**src/rtl/aux_req_pkg.sv**
```systemverilog
package aux_req_pkg;
    localparam int MAX_LEN = 16;
    localparam int LEN_W   = $clog2(MAX_LEN + 1) + 0;
    localparam int HDR_MAX = 4;
    localparam int DEPTH   = MAX_LEN + HDR_MAX;
    localparam int IDX_W   = $clog2(DEPTH);
    localparam int CNT_W   = $clog2(DEPTH + 1);
    localparam int CMD_W   = 4;
    localparam int ADDR_W  = 20;

    typedef enum logic [2:0] {
        ST_IDLE,
        ST_ACK,
        ST_HDR,
        ST_PAY,
        ST_GO
    } pk_state_t;

    typedef struct packed {
        logic [CMD_W-1:0]  cmd;
        logic [ADDR_W-1:0] addr;
        logic [LEN_W-1:0]  len;
        logic              wr;
    } pk_req_t;

    function automatic logic [CNT_W-1:0] frame_count(input logic [LEN_W-1:0] n,
                                                     input logic wr);
        logic [CNT_W-1:0] c;
        c = (n == '0) ? CNT_W'(3) : CNT_W'(4);
        if (wr)
            c = c + CNT_W'(n);
        return c;
    endfunction

    function automatic logic [7:0] header_byte(input logic [IDX_W-1:0] i,
                                               input pk_req_t r);
        logic [7:0] b;
        case (i)
            IDX_W'(0): b = {r.cmd, r.addr[19:16]};
            IDX_W'(1): b = r.addr[15:8];
            IDX_W'(2): b = r.addr[7:0];
            default:   b = 8'(r.len) - 8'd1;
        endcase
        return b;
    endfunction
endpackage

```
**src/rtl/aux_req_buf.sv**
```systemverilog
module aux_req_buf
    import aux_req_pkg::*;
(
    input  logic             clk,
    input  logic             rst,
    input  logic             we,
    input  logic [IDX_W-1:0] widx,
    input  logic [7:0]       wbyte,
    input  logic [IDX_W-1:0] ridx,
    output logic [7:0]       rbyte
);
    logic [7:0] mem [DEPTH];

    for (genvar g = 0; g < DEPTH; g++) begin : g_cell
        always_ff @(posedge clk) begin
            if (rst)
                mem[g] <= 8'h00;
            else if (we && widx == IDX_W'(g))
                mem[g] <= wbyte;
        end
    end

    always_comb begin
        rbyte = 8'h00;
        if (int'(ridx) < DEPTH)
            rbyte = mem[ridx];
    end
endmodule

```
**src/rtl/aux_req_hdr.sv**
```systemverilog
module aux_req_hdr
    import aux_req_pkg::*;
(
    input  pk_req_t          req,
    input  logic [IDX_W-1:0] idx,
    input  logic             sel_hdr,
    input  logic [7:0]       pay_byte,
    output logic [7:0]       out_byte
);
    always_comb begin
        if (sel_hdr)
            out_byte = header_byte(idx, req);
        else
            out_byte = pay_byte;
    end
endmodule

```
**src/rtl/aux_req_ctrl.sv**
```systemverilog
module aux_req_ctrl
    import aux_req_pkg::*;
(
    input  logic             clk,
    input  logic             rst,
    input  logic             start,
    input  pk_req_t          in_req,
    input  logic             wvalid,
    input  logic             ser_done,
    output pk_req_t          req,
    output logic [IDX_W-1:0] idx,
    output logic [CNT_W-1:0] cnt,
    output logic             we,
    output logic             sel_hdr,
    output logic             busy,
    output logic             err,
    output logic             done_ack,
    output logic             pay_req,
    output logic             go
);
    pk_state_t        st;
    logic [IDX_W-1:0] hdr_last;
    logic             last_pay;

    assign hdr_last = (req.len == '0) ? IDX_W'(2) : IDX_W'(3);
    assign last_pay = (CNT_W'(idx) == cnt - CNT_W'(1));

    always_ff @(posedge clk) begin
        if (rst) begin
            st  <= ST_IDLE;
            req <= '0;
            idx <= '0;
            cnt <= '0;
            err <= 1'b0;
        end else begin
            case (st)
                ST_IDLE: begin
                    if (start) begin
                        if (int'(in_req.len) > MAX_LEN) begin
                            err <= 1'b1;
                        end else begin
                            err <= 1'b0;
                            req <= in_req;
                            cnt <= frame_count(in_req.len, in_req.wr);
                            idx <= '0;
                            st  <= ST_ACK;
                        end
                    end
                end
                ST_ACK: begin
                    if (!ser_done)
                        st <= ST_HDR;
                end
                ST_HDR: begin
                    idx <= idx + IDX_W'(1);
                    if (idx == hdr_last)
                        st <= (req.wr && req.len != '0) ? ST_PAY : ST_GO;
                end
                ST_PAY: begin
                    if (wvalid) begin
                        idx <= idx + IDX_W'(1);
                        if (last_pay)
                            st <= ST_GO;
                    end
                end
                ST_GO: st <= ST_IDLE;
                default: st <= ST_IDLE;
            endcase
        end
    end

    assign busy     = (st != ST_IDLE);
    assign done_ack = (st == ST_ACK);
    assign pay_req  = (st == ST_PAY);
    assign go       = (st == ST_GO);
    assign sel_hdr  = (st == ST_HDR);
    assign we       = (st == ST_HDR) || ((st == ST_PAY) && wvalid);
endmodule

```
**src/rtl/aux_req_packer.sv**
```systemverilog
module aux_req_packer
    import aux_req_pkg::*;
(
    input  logic             clk,
    input  logic             rst,
    input  logic             start,
    input  logic [3:0]       cmd,
    input  logic [19:0]      addr,
    input  logic [4:0]       len,
    input  logic             is_wr,
    input  logic             wvalid,
    input  logic [7:0]       wdata,
    input  logic             ser_done,
    input  logic [4:0]       rd_idx,
    output logic             busy,
    output logic             err,
    output logic             done_ack,
    output logic             pay_req,
    output logic             go,
    output logic [4:0]       byte_cnt,
    output logic [7:0]       rd_data
);
    pk_req_t          in_req;
    pk_req_t          cur_req;
    logic [IDX_W-1:0] wr_idx;
    logic             buf_we;
    logic             sel_hdr;
    logic [7:0]       wr_byte;

    assign in_req = '{cmd: cmd, addr: addr, len: len, wr: is_wr};

    aux_req_ctrl u_ctrl (
        .clk      (clk),
        .rst      (rst),
        .start    (start),
        .in_req   (in_req),
        .wvalid   (wvalid),
        .ser_done (ser_done),
        .req      (cur_req),
        .idx      (wr_idx),
        .cnt      (byte_cnt),
        .we       (buf_we),
        .sel_hdr  (sel_hdr),
        .busy     (busy),
        .err      (err),
        .done_ack (done_ack),
        .pay_req  (pay_req),
        .go       (go)
    );

    aux_req_hdr u_hdr (
        .req      (cur_req),
        .idx      (wr_idx),
        .sel_hdr  (sel_hdr),
        .pay_byte (wdata),
        .out_byte (wr_byte)
    );

    aux_req_buf u_buf (
        .clk   (clk),
        .rst   (rst),
        .we    (buf_we),
        .widx  (wr_idx),
        .wbyte (wr_byte),
        .ridx  (rd_idx),
        .rbyte (rd_data)
    );
endmodule

```
**config.mk**
```make
export PLATFORM = sky130hd
export DESIGN_NAME = aux_req_packer
export DESIGN_NICKNAME = d
export VERILOG_FILES = /design/src/rtl/aux_req_pkg.sv /design/src/rtl/aux_req_buf.sv /design/src/rtl/aux_req_hdr.sv /design/src/rtl/aux_req_ctrl.sv /design/src/rtl/aux_req_packer.sv
export SDC_FILE = /design/constraint.sdc
export NUM_CORES = 1
export LEC_CHECK = 0
export ABC_CLOCK_PERIOD_IN_PS = 2200
export BUFFER_PORTS_ARGS = -buffer_cell sky130_fd_sc_hd__buf_2
export CAP_MARGIN = 20
export CORE_UTILIZATION = 55
export DETAILED_ROUTE_END_ITERATION = 8
export GPL_TIMING_DRIVEN = 0
export PLACE_DENSITY = 0.73
export SKIP_CTS_REPAIR_TIMING = 1
export SYNTH_ARGS = -nofsm -noshare
export SYNTH_HDL_FRONTEND = slang
export SYNTH_SLANG_ARGS = --single-unit
```
**constraint.sdc**
```tcl
create_clock -name clk -period 2.2 [get_ports clk]
set_input_delay 0 -clock clk [delete_from_list [all_inputs] [get_ports clk]]
set_output_delay 0 -clock clk [all_outputs]
set_load 0.02 [all_outputs]
```
Word level (Yosys, flattened, before mapping) --
Memories as Yosys holds them, arrays and structs flattened. Index checks and enable logic that the tools add are counted.
Word-level totals: output and inout bits 18, logic and storage cells 202, memory bits (writable) 160, register bits 44, memories 1
Operators by class: equal/unequal tests 31, bitwise operators 21, $add $sub $neg 4, multiplexer cells 101, magnitude comparators 2, reductions and logical operators 34
Memory list:
- u_buf.mem | depth 20, width 8, rd ports 1, clocked after Yosys merged registers in 0, wr ports 20, line aux_req_buf.sv:12 | logic [7:0] mem [DEPTH];
Operators with widths (number):
- two-way mux 8 bit | 22
- two-way mux 1 bit | 64
- equality test 5 x 4 -> 1 bit, second input constant | 8
- two-way mux 3 bit | 8
- one-hot mux 8 bit (3 select lines) | 1
- logical AND 1 bit | 22
- equality test 5 x 3 -> 1 bit, second input constant | 4
- equality test 5 bit, second input constant | 4
- two-way mux 5 bit | 4
- OR 1 bit | 20
- logical NOT 5 bit | 3
- one-hot mux 5 bit (3 select lines) | 1
- one-hot mux 3 bit (4 select lines) | 1
- equality test 5 x 2 -> 1 bit, second input constant | 2
- equality test 5 bit | 2
- != test 2 bit, second input constant | 4
- equality test 3 x 2 -> 1 bit, second input constant | 2
- AND reduction 6 bit | 1
- nonzero test 3 bit | 2
- subtractor 5 x 1 -> 6 bit, second input constant | 1
- adder 5 x 1 -> 5 bit, second input constant | 1
- adder 5 bit | 1
- equality test 5 x 1 -> 1 bit, second input constant | 1
- greater-than comparator 5 bit, second input constant | 1
- 12 further kinds | 13

Depth between registers and ports, before layout --
Gate-level depths: netlist of run 1.
word-level depth 8, depth in mapped cells 11, gate-level depth less buffers 11

Hierarchy --
From an unflattened synthesis of run 1, not the netlist that was laid out.
Second synthesis, totals: cell total of the unflattened synthesis 828, area total of the unflattened synthesis 10065.9 sq um
Modules (own cells, without submodules):
- aux_req_buf | area each 7553.5 sq um, sequential area each 4804.6 sq um, cells an instance 520, instances 1
- aux_req_ctrl | area each 2075.7 sq um, sequential area each 880.8 sq um, cells an instance 253, instances 1
- aux_req_hdr | area each 436.7 sq um, sequential area each 0.0 sq um, cells an instance 55, instances 1

Worst setup path before layout of run 1 --
No wires, ideal clock.
path kind register to register, start register u_ctrl.idx[0], end memory u_buf.mem[15][5], data pin, data required time 2.054 ns, data arrival time 2.001 ns, setup slack 0.053 ns, stages on the path, launching flop included 9, clock period less this slack 2.147 ns, cells stage by stage dfxtp_1 > clkbuf_1 > inv_1 > ha_1 > o31a_2 > o31a_1 > o2bb2ai_1 > buf_2 > nor2_1
RTL lines:
- start: declaration | line aux_req_ctrl.sv:11 | output logic [IDX_W-1:0] idx,
- start signal: assignment | line aux_req_ctrl.sv:55 | idx <= idx + IDX_W'(1);
- start signal: assignment | line aux_req_ctrl.sv:61 | idx <= idx + IDX_W'(1);
- end: declaration | line aux_req_buf.sv:12

==> parameters.txt, run 1 <==
Parameter                              Value

Clocking
  Maximum clock path buffer count    3
  Clock root buffer    sky130_fd_sc_hd__clkbuf_16
  Cts bufs inserted    22
  Number of H-tree levels    1
  Clock sink count    a little over 200
  Clock-pin slew reported for the worst setup and hold paths after clock tree synthesis    roughly 0.060 ns
  Clock tree from TritonCTS    built
  Source-to-sink clock delay at the later pin of the worst-skew pair    ~0.51 ns

Synthesis
  Proportion of synthesized chip area in sequential cells    roughly 58%
  Count of distinct cell types in the synthesized netlist    54
  Simple-gate area share of the yosys netlist    roughly 16%
  Flops & latches, synth    a little over 200
  Combined area of all synthesized cells    about 10000 µm²
  Leading area contributor after synthesis    sky130_fd_sc_hd__edfxtp_1
  Number of warnings issued by yosys    0
  Post-Synth Adder-Cell Area    about 1.6%
  Dominant synthesized flop cell    sky130_fd_sc_hd__edfxtp_1
  Xor and xnor area share after synthesis    1.43%
  Synth Area per Inst    11.8 µm²
  Share of synthesized area spent on multiplexers    roughly 11%
  Largest family of logic cells by synthesized area    simple AND/OR/NAND/NOR gates
  Synth Net Count    roughly 900
  Most instantiated cells after synthesis    173 x sky130_fd_sc_hd__nor2_1, 160 x sky130_fd_sc_hd__edfxtp_1, 98 x sky130_fd_sc_hd__nand2_1, 46 x sky130_fd_sc_hd__a21oi_1, 44 x sky130_fd_sc_hd__dfxtp_1
  Count of flip-flops with a built-in enable after synthesis    between 150 and 200
  Leading cell type by number of instances after synthesis    sky130_fd_sc_hd__nor2_1
  Cells taking the most area after synthesis    sky130_fd_sc_hd__edfxtp_1 49%, sky130_fd_sc_hd__mux4_2 9.2%, sky130_fd_sc_hd__dfxtp_1 9.0%
  Area share of the largest cell type after synthesis    about half
  Complex-gate fraction of the synthesized area    between 7 and 8%
  Post-synthesis async set-or-reset flop share    0%
  Number of cells produced by synthesis    a little over 800

Pwr
  Total power divided by cell area    ~960 nW/µm²
  Total leakage power    4.46 nW
  Maximum vdd drop    0.677 mV
  Final Power    11.1 mW

Worst setup path
  Endpoint kind of the worst setup timing path    flop
  CP startpoint kind    flop
  Critical path endpoint    u_buf.mem[19][5]
  R2r endpoint    u_buf.mem[19][5]
  Largest driver fanout on the critical path    6
  R2R Path Start    u_ctrl.idx[0]
  Slowest Stage Delay on Critical Path    approximately 0.4 ns
  Cell family contributing the most delay on the critical path    compound AO/OA/AOI/OAI gates
  CP Data Required Time    2.56 ns
  Cell Chain, Critical Path    buf_6, inv_2, ha_4, o31a_2, o31a_1, o2bb2ai_2, buf_6, nor2_1
  Crit path DAT    between 2 and 3 ns
  Worst path buffer plus inverter count    3
  Critical Path Most Common Cell    sky130_fd_sc_hd__buf_6
  Path depth of the worst reg2reg path    8
  Number of gates on the worst path with buffers counted    8
  Critical path type    reg -> reg
  Crit path from    u_ctrl.idx[0]
  Worst path slowest cell    sky130_fd_sc_hd__o31a_2
  Slack of the worst reg-to-reg path    0.05 ns

Floorplan
  Initial Util    a little under three fifths
  IO Count    66
  Number of standard-cell rows in the floorplan    48
  Die boundary height    135 µm
  DIE AREA    18300 µm²
  Core Region    about 17000 µm²
  Horizontal die dimension    approximately 140 µm

Timing
  Final Skew    0.00897 ns
  Aggregate negative setup slack    0 ns
  Minimum clock period after layout    between 2 and 2.5 ns
  Total count of max-transition violations in the final report    0
  Final Hold Violating Endpoints    1
  Worst relative slew slack    around 53%
  Maximum frequency from static timing analysis    between 400 and 500 MHz
  Least setup slack across all paths after layout    roughly 0.053 ns
  Hold WS    -0.0116 ns
  # setup viols final    0
  Transition time at the pin with the least slew margin    between 0.7 and 0.8 ns
  RSZ-0062 raised after global routing    true
  Ratio of final minimum period to clock period    between 90 and 100%

Global routing
  Antenna violations before repair    0
  Total GRT Usage    25.5%
  Largest net degree at the start of global routing    14
  Leftover overflow at the end of global routing    0
  Met1 demand-to-capacity share in global routing    34.6%
  Global routing's busiest layer    met2
  Number of global-route vias before repair    6518
  Global-route wire length before repair    35100 µm
  Met2 capacity usage during global routing    between 40% and 50%
  M3 GR Usage    3.14%

Detailed routing
  Vias per inst    around 5.7
  Routed wire length    roughly 24000 µm
  DRC violation total after the first TritonRoute iteration    486
  Remaining routing DRC violations    0
  Routed length per instance    19.8 µm
  Final ANT Viol Nets    0
  Via count    approximately 7000
  Length of the first detailed-routing pass in iterations    7

Cells and area
  Proportion of layout cells with a drive suffix above 1    between 20 and 25%
  Antenna diodes    0
  Fillers    around 1300
  Area grow syn2layout    18.4%
  Number of nets at the end of the flow    around 1000

Placed design
  Count of buffers inserted at the top-level ports    between 60 and 70
  Half-perimeter wire length of the detailed placement result    16100 µm
  Worst slack at placement    -0.390 ns
  Placer Congestion    0.843

Min path
  Hold crit path type    in -> reg

Outcome
  Violations in the final reports    negative hold slack
  Status    finished with violations

Job
  Number of max-capacitance violations reported    0
-- how the worst min path moves through the flow --
stage / start / endpoint / slack (ns) / cells past startpoint
detailed placement: cmd[1] / u_ctrl.req[27] / 0.25 / 3
global route: len[3] / u_ctrl.err / 0.04 / 5
global placement: addr[16] / u_ctrl.req[22] / 0.24 / 3
CTS: addr[16] / u_ctrl.req[22] / -0.27 / 3
finish: len[3] / u_ctrl.err / -0.01 / 5
floorplan: is_wr / u_ctrl.req[0] / 0.14 / 2
-- report_power, final --
group,total [mW],internal (mW),switching [mW]
clock network,3.68,2.21,1.47
logic,2.91,1.07,1.84
registers,4.55,4.42,0.126
total,11.1,7.70,3.44
-- routing by layer --
metal	vias up	wire (µm)	part of all wire [%]
met5	-	0	0
met4	0	450	1.9
li1	3205	-	-
met3	38	1500	6.4
met2	272	11900	51
met1	3327	9700	41
-- logic make-up (layout without fill, tap and decap cells) --
| kind of cell | count (synthesis) | count (layout) |
|---|---|---|
| AO/OA/AOI/OAI | 115 | 115 |
| XOR/XNOR | 16 | 16 |
| adder cells (fa/ha/maj) | 12 | 12 |
| buffers and inverters | 71 | 208 |
| flip-flops | 204 | 204 |
| multiplexers | 57 | 57 |
| AND/OR/NAND/NOR | 354 | 354 |
-- area by class of cell --
class | instances | area (µm²) | share of cell area (%)
plain buffers | 59 | 372 | 3.21
clock buffers | 31 | 626 | 5.41
clock inverters | 8 | 88.8 | 0.768
inverters | 12 | 45.0 | 0.390
multi-input cells | 554 | 3790 | 32.8
flip-flops and latches | 204 | 5690 | 49.2
well taps | 225 | 282 | 2.43
repair buffers | 98 | 669 | 5.79
-- worst min-delay path, stage by stage --
cell	delay, ns
sky130_fd_sc_hd__buf_2	0.13
sky130_fd_sc_hd__o41ai_4	0.10
sky130_fd_sc_hd__nor2_1	0.11
sky130_fd_sc_hd__a21oi_1	0.05
sky130_fd_sc_hd__nor2_1	0.08
-- layout by cell type, fill, tap and decap left out, types with 7 or more instances in the layout --
| cell type | instances |
|---|---|
| sky130_fd_sc_hd__mux2i_1 | 15 |
| sky130_fd_sc_hd__buf_4 | 23 |
| sky130_fd_sc_hd__nor2b_1 | 10 |
| sky130_fd_sc_hd__buf_6 | 11 |
| sky130_fd_sc_hd__edfxtp_1 | 160 |
| sky130_fd_sc_hd__nand3_1 | 7 |
| sky130_fd_sc_hd__nand2b_1 | 7 |
| sky130_fd_sc_hd__dfxtp_1 | 42 |
| sky130_fd_sc_hd__nor3_1 | 16 |
| sky130_fd_sc_hd__xnor2_1 | 11 |
| sky130_fd_sc_hd__mux4_2 | 40 |
| sky130_fd_sc_hd__buf_2 | 70 |
| sky130_fd_sc_hd__inv_1 | 10 |
| sky130_fd_sc_hd__dlygate4sd3_1 | 30 |
| sky130_fd_sc_hd__o21ai_0 | 11 |
| sky130_fd_sc_hd__nor2_1 | 172 |
| sky130_fd_sc_hd__clkbuf_16 | 23 |
| sky130_fd_sc_hd__nor2_2 | 21 |
| sky130_fd_sc_hd__ha_1 | 8 |
| sky130_fd_sc_hd__a21oi_1 | 46 |
| sky130_fd_sc_hd__clkbuf_1 | 24 |
| sky130_fd_sc_hd__nand2_1 | 98 |
| sky130_fd_sc_hd__a21o_1 | 17 |
-- per-stage QoR --
step                      util, %  instance area [µm²]  cells
after floorplan                 -                 9770    829
after global placement       59.9                10400   1115
after detailed placement     59.9                10400   1115
after CTS                    64.0                11100   1154
after global routing         66.9                11600   1191
final                        66.9                11600   1191
-- sequential cells by signal (all words and copies together) (netlist names) --
signal and count:
u_buf.mem 160, u_ctrl.req 30, u_ctrl.cnt 5, u_ctrl.idx 5, u_ctrl.st 3, u_ctrl.err 1
No activity file was read; power rests on OpenSTA's default activity.
==> run 2, diff against run 1 <==
Settings changed: PLACE_DENSITY 0.73 to 0.79.
==> run 2 against run 1 <==
  * The run ends with negative setup slack left
  * Final cell count decreased by 0.34%
  * Routed wire length decreased by 1.2%
  * Critical path depth unchanged
  * Sequential cell count unchanged
  * Hold slack improved by 0.038 ns
  * Total power decreased by 1.7%
  * Core utilization decreased by 0.32 points
  * Largest cell class unchanged
==> parameters.txt, run 2 (synthesized netlist as in run 1, its figures left out) <==
Parameter                              Value

Global routing
  Global-route wire length before repair    34800 µm (-0.69%)
  Total GRT Usage    25.2% (-0.30 points)
  Largest net degree at the start of global routing    15 (+1)
  Number of global-route vias before repair    6629 (+1.7%)
  Leftover overflow at the end of global routing    0 (unchanged)
  Antenna violations before repair    0 (unchanged)

Timing
  Final Skew    0.0211 ns (+0.0121 ns)
  Least setup slack across all paths after layout    -0.00139 ns (-0.0543 ns)
  RSZ-0062 raised after global routing    true
  Transition time at the pin with the least slew margin    0.701 ns (-0.00173 ns)
  Ratio of final minimum period to clock period    100% (+2.5 points)
  Worst relative slew slack    52.9% (-0.24 points)
  # setup viols final    2 (+2)
  Final Hold Violating Endpoints    0 (-1)
  Aggregate negative setup slack    -0.00180 ns (-0.00180 ns)
  Total count of max-transition violations in the final report    0 (unchanged)
  Maximum frequency from static timing analysis    454 MHz (-2.5%)
  Minimum clock period after layout    2.20 ns (+0.0543 ns)

Floorplan
  Horizontal die dimension    135 µm (unchanged)
  Number of standard-cell rows in the floorplan    48 (unchanged)
  Core Region    17300 µm² (unchanged)
  IO Count    66 (unchanged)
  DIE AREA    18300 µm² (unchanged)
  Initial Util    56.5% (unchanged)
  Die boundary height    135 µm (unchanged)

Worst setup path
  Critical path endpoint    u_buf.mem[12][7]
  R2R Path Start    u_ctrl.idx[0]
  CP startpoint kind    flop
  R2r endpoint    u_buf.mem[12][7]
  Critical path type    reg -> reg
  Endpoint kind of the worst setup timing path    flop
  Crit path from    u_ctrl.idx[0]
  Slack of the worst reg-to-reg path    -0.001 ns (-0.05 ns)
  CP Data Required Time    2.44 ns (-0.12 ns)
  Largest driver fanout on the critical path    8 (+2)
  Path depth of the worst reg2reg path    8 (unchanged)
  Crit path DAT    2.44 ns (-0.07 ns)

Placed design
  Number of placed instances, taps included    1115 (unchanged)
  Half-perimeter wire length of the detailed placement result    16000 µm (-0.41%)
  Count of buffers inserted at the top-level ports    61 (unchanged)
  Placer Congestion    0.798 (-5.4%)

Cells and area
  Proportion of layout cells with a drive suffix above 1    23.4% (+0.20 points)
  Biggest regs    u_buf.mem (160), u_ctrl.req (30)
  Area grow syn2layout    17.8%
  Final core area utilization    66.5% (-0.32 points)
  Register with the most flip-flops    u_buf.mem
  Most common cell after layout, fill and taps aside    sky130_fd_sc_hd__nor2_1
  Flip-flop count of the largest register, all copies and words added    160 (unchanged)
  Number of nets at the end of the flow    1008 (-0.30%)
  Antenna diodes    0 (unchanged)
  Number of standard cells in the final layout excluding fillers    1187 (-0.34%)
  Leading cell types in the layout, fill and taps excluded    172 x sky130_fd_sc_hd__nor2_1, 160 x sky130_fd_sc_hd__edfxtp_1, 98 x sky130_fd_sc_hd__nand2_1, 70 x sky130_fd_sc_hd__buf_2, 46 x sky130_fd_sc_hd__a21oi_1

Detailed routing
  Final ANT Viol Nets    0 (unchanged)
  Routed wire length    23300 µm (-1.2%)
  Length of the first detailed-routing pass in iterations    5 (-2)
  Vias per inst    5.78 (+0.67%)
  Remaining routing DRC violations    0 (unchanged)
  Routed length per instance    19.6 µm (-0.84%)
  Via count    6865 (+0.34%)
  DRC violation total after the first TritonRoute iteration    544 (+12%)

Pwr
  Final Power    10.9 mW (-1.7%)
  Total power divided by cell area    951 nW/µm² (-1.2%)
  Clock Power Share    31.6% (-1.4 points)
  Part of the power in registers    41.4% (+0.6 points)
  Fraction of power spent switching nets    31.6% (+0.76 points)
  Internal    7.49 mW (-2.7%)
  Total leakage power    4.42 nW (-0.89%)
  Net switching component of the power    3.46 mW (+0.73%)
  Maximum vdd drop    0.629 mV (-7.2%)
  Gate power share    26.9% (+0.8 points)

Clocking
  Maximum clock path buffer count    3 (unchanged)
  Clock-pin slew reported for the worst setup and hold paths after clock tree synthesis    0.06 ns (about the same)
  Clock tree from TritonCTS    built
  Number of H-tree levels    1 (unchanged)
  Clock sink count    204 (unchanged)
  Clock root buffer    sky130_fd_sc_hd__clkbuf_16
  Source-to-sink clock delay at the later pin of the worst-skew pair    0.51 ns (about the same)
  Cts bufs inserted    21 (-4.5%)

Outcome
  Status    finished with violations
  Violations in the final reports    negative setup slack

Min path
  Hold crit path type    in -> reg

Job
  Number of max-capacitance violations reported    0 (unchanged)
## run 2: layer usage
layer | track usage (%) | up-vias | share of wire [%]
li1 | - | 3203 | -
met1 | 33.7 | 3336 | 41
met2 | 42.8 | 280 | 49
met3 | 3.03 | 46 | 7.1
met4 | 8.36 | 0 | 2.5
met5 | 0 | - | 0
## run 2: how the worst min path moves through the flow
| stage | slack (ns) | cells after the start | end | from |
|---|---|---|---|---|
| global route | 0.07 | 4 | u_buf.mem[2][5] | wdata[5] |
| CTS | -0.27 | 3 | u_ctrl.req[21] | addr[15] |
| global placement | 0.24 | 3 | u_ctrl.req[24] | addr[18] |
| finish | 0.03 | 5 | u_ctrl.err | len[2] |
| detailed placement | 0.25 | 3 | u_ctrl.req[22] | addr[16] |
| floorplan | 0.14 | 2 | u_ctrl.req[0] | is_wr |
## run 2: final cells by class
class                      count  area, µm²
buffer                        59        375
clock buffer                  24        537
clock inverter                13        125
fill                        1257       5790
inverter                      12       48.8
multi-input combinational    554       3800
sequential                   204       5690
tap                          225        282
timing repair buffer          96        651
## run 2: through the flow
step | cell area [µm²] | hold WS, ns | setup slack (ns)
finish | 11500 | 0.0265 | -0.00139
global placement | 10400 | 0.243 | -0.321
floorplan | 9770 | 0.136 | 0.0531
global route | 11500 | 0.0686 | -0.0965
detailed placement | 10400 | 0.245 | -0.362
CTS | 11000 | -0.273 | -0.373
## run 2: power groups by stage
stage	clock [mW]	combinational (mW)	sequential, mW
finish	3.47	2.95	4.54
global route	3.62	3.16	4.57
CTS	3.47	2.58	4.53
detailed placement	0	2.57	4.61
global placement	0	2.52	4.60
floorplan	0	1.80	4.59
## run 2: critical path, cell delays in order, from the launching register on
cell,delay [ns]
sky130_fd_sc_hd__dfxtp_2,0.35
sky130_fd_sc_hd__buf_6,0.11
sky130_fd_sc_hd__clkinvlp_4,0.12
sky130_fd_sc_hd__ha_4,0.20
sky130_fd_sc_hd__nor4b_4,0.16
sky130_fd_sc_hd__a222oi_1,0.45
sky130_fd_sc_hd__o2bb2ai_2,0.29
sky130_fd_sc_hd__buf_6,0.20
sky130_fd_sc_hd__nor2_1,0.06
==> run 3, diff against run 2 <==
Settings changed: ABC_CLOCK_PERIOD_IN_PS 2200 to 2100, CORE_UTILIZATION 55 to 58, PLACE_DENSITY 0.79 to 0.8, RECOVER_POWER from default to 50.
Clock period 2.2 ns to 2.1 ns, I/O delays scaled along.
==> run 3 against run 2 <==
  * The flow still finishes with violations (negative setup slack)
  * Sequential power up 4.8%
  * First-iteration DRC count is 33% higher
  * Hold slack worse by 0.014 ns
  * Clock skew up 0.0054 ns
  * Non-clock buffer count grew 16
==> parameters.txt, run 3 (synthesized netlist as in run 1, its figures left out) <==
Parameter                              Value

Floorplan
  Die boundary height    132 µm (-2.6%)
  DIE AREA    17400 µm² (-5.1%)
  Horizontal die dimension    132 µm (-2.6%)
  Number of standard-cell rows in the floorplan    47 (-2.1%)
  Core Region    16500 µm² (-4.5%)
  Initial Util    59.1% (+2.6 points)
  IO Count    66 (unchanged)

Pwr
  Net switching component of the power    3.96 mW (+14%)
  Total power divided by cell area    1020 nW/µm² (+7.4%)
  Maximum vdd drop    0.731 mV (+16%)
  Internal    8.30 mW (+11%)
  Gate power share    30.3% (+3.4 points)
  Total leakage power    4.50 nW (+1.9%)
  Clock Power Share    30.8% (-0.8 points)
  Part of the power in registers    38.8% (-2.6 points)
  Fraction of power spent switching nets    32.3% (+0.63 points)

Cells and area
  Register with the most flip-flops    u_buf.mem
  Leading cell types in the layout, fill and taps excluded    160 x sky130_fd_sc_hd__edfxtp_1, 138 x sky130_fd_sc_hd__nor2_1, 94 x sky130_fd_sc_hd__nand2_1, 58 x sky130_fd_sc_hd__buf_2, 43 x sky130_fd_sc_hd__a21oi_1
  Proportion of layout cells with a drive suffix above 1    29.7% (+6.3 points)
  Antenna diodes    0 (unchanged)
  Flip-flop count of the largest register, all copies and words added    160 (unchanged)
  Biggest regs    u_buf.mem (160), u_ctrl.req (30)
  Area grow syn2layout    22.8%
  Number of nets at the end of the flow    1024 (+1.6%)
  Most common cell after layout, fill and taps aside    sky130_fd_sc_hd__edfxtp_1

Detailed routing
  Length of the first detailed-routing pass in iterations    5 (unchanged)
  Routed length per instance    21.4 µm (+9.1%)
  Via count    7282 (+6.1%)
  DRC violation total after the first TritonRoute iteration    726 (+33%)
  Remaining routing DRC violations    0 (unchanged)
  Final ANT Viol Nets    0 (unchanged)
  Routed wire length    25700 µm (+10%)
  Vias per inst    6.08 (+5.1%)

Clocking
  Clock tree from TritonCTS    built
  Number of H-tree levels    1 (unchanged)
  Maximum clock path buffer count    3 (unchanged)
  Clock sink count    204 (unchanged)
  Clock root buffer    sky130_fd_sc_hd__clkbuf_16
  Cts bufs inserted    21 (unchanged)
  Source-to-sink clock delay at the later pin of the worst-skew pair    0.51 ns (about the same)
  Clock-pin slew reported for the worst setup and hold paths after clock tree synthesis    0.06 ns (about the same)

Timing
  Final Hold Violating Endpoints    0 (unchanged)
  Maximum frequency from static timing analysis    445 MHz (-2.0%)
  Minimum clock period after layout    2.25 ns (+0.0446 ns)
  Least setup slack across all paths after layout    -0.146 ns (-0.145 ns)
  Transition time at the pin with the least slew margin    0.700 ns (-0.000632 ns)
  Total count of max-transition violations in the final report    0 (unchanged)
  RSZ-0062 raised after global routing    true
  Final Skew    0.0265 ns (+0.00542 ns)
  # setup viols final    45 (+43)
  Hold WS    0.0122 ns (-0.0143 ns)
  Worst relative slew slack    53.3% (+0.40 points)
  Ratio of final minimum period to clock period    107% (+6.9 points)
  Aggregate negative setup slack    -3.18 ns (-3.18 ns)

Worst setup path
  Endpoint kind of the worst setup timing path    flop
  R2R Path Start    u_ctrl.idx[0]
  Largest driver fanout on the critical path    5 (-3)
  Crit path DAT    2.47 ns (+0.03 ns)
  CP startpoint kind    flop
  Crit path from    u_ctrl.idx[0]
  CP Data Required Time    2.33 ns (-0.11 ns)
  Critical path type    reg -> reg

Global routing
  Antenna violations before repair    0 (unchanged)
  Total GRT Usage    26.5% (+1.4 points)
  Leftover overflow at the end of global routing    0 (unchanged)
  Largest net degree at the start of global routing    16 (+1)
  Global-route wire length before repair    35500 µm (+1.9%)
  Number of global-route vias before repair    6726 (+1.5%)

Placed design
  Count of buffers inserted at the top-level ports    61 (unchanged)
  Placer Congestion    0.826 (+3.5%)
  Half-perimeter wire length of the detailed placement result    15900 µm (-0.90%)

Outcome
  Status    finished with violations
  Violations in the final reports    negative setup slack

Job
  Number of max-capacitance violations reported    0 (unchanged)

Min path
  Worst hold path startpoint    len[3]
  Hold crit path type    in -> reg
[run 3: cell types whose count changed in the layout (fill, tap and decap cells not counted), moves of 6 or more]
cell / before / now
sky130_fd_sc_hd__buf_2: 70 / 58
sky130_fd_sc_hd__buf_6: 11 / 24
sky130_fd_sc_hd__clkbuf_1: 21 / 27
sky130_fd_sc_hd__nor2_1: 172 / 138
sky130_fd_sc_hd__nor2_2: 20 / 39
sky130_fd_sc_hd__nor2_4: 1 / 16
[run 3: path summary, 6_finish.rpt]
kind	endpoint	slack, ns	cells past startpoint
setup / recovery	u_buf.mem[18][5]	-0.15	11
hold / removal	u_ctrl.err	0.01	5
setup reg to reg	u_buf.mem[18][5]	-0.15	11
hold reg to reg	u_ctrl.req[29]	0.46	2
[run 3: stage by stage]
stage                     cell area [µm²]  power, mW  cells  worst slack (ns)  utilization [%]
final                               12000       12.3   1198            -0.146             72.6
after global routing                12000       12.7   1198            -0.204             72.6
after CTS                           11000       11.2   1147            -0.365             66.8
after detailed placement            10300       7.52   1110            -0.320             62.6
after global placement              10300       7.46   1110            -0.270             62.6
after floorplan                      9770       6.69    829            0.0638                -
[run 3: worst max-delay path: stages, from the launching register on]
cell                        delay, ns
sky130_fd_sc_hd__dfxtp_2         0.35
sky130_fd_sc_hd__buf_6           0.11
sky130_fd_sc_hd__inv_4           0.04
sky130_fd_sc_hd__ha_4            0.17
sky130_fd_sc_hd__nor4b_4         0.13
sky130_fd_sc_hd__buf_6           0.13
sky130_fd_sc_hd__buf_6           0.11
sky130_fd_sc_hd__a222oi_1        0.36
sky130_fd_sc_hd__o2bb2ai_2       0.21
sky130_fd_sc_hd__buf_6           0.17
sky130_fd_sc_hd__clkbuf_16       0.17
sky130_fd_sc_hd__nor2_4          0.03
[run 3: cell type report]
cell class | count | area (µm²)
repair buffers | 112 | 813
flip-flops and latches | 204 | 5690
multi-input cells | 554 | 4050
fillers | 1018 | 4530
clock inverters | 10 | 104
plain buffers | 59 | 424
clock buffers | 27 | 592
well taps | 220 | 275
inverters | 12 | 47.5
[run 3: power by group through the flow]
stage                     logic (mW)  registers, mW  clock network (mW)
after floorplan                 1.88           4.81                   0
after global placement          2.64           4.82                   0
after detailed placement        2.68           4.83                   0
after CTS                       2.71           4.75                3.77
after global routing            3.93           4.78                3.94
final                           3.72           4.76                3.78
[run 3: metal layers]
| metal | routed length (µm) | track usage, % |
|---|---|---|
| met5 | 0 | 0 |
| met4 | 615 | 9.50 |
| met3 | 2050 | 4.54 |
| met2 | 13400 | 45.1 |
| met1 | 9560 | 34.5 |
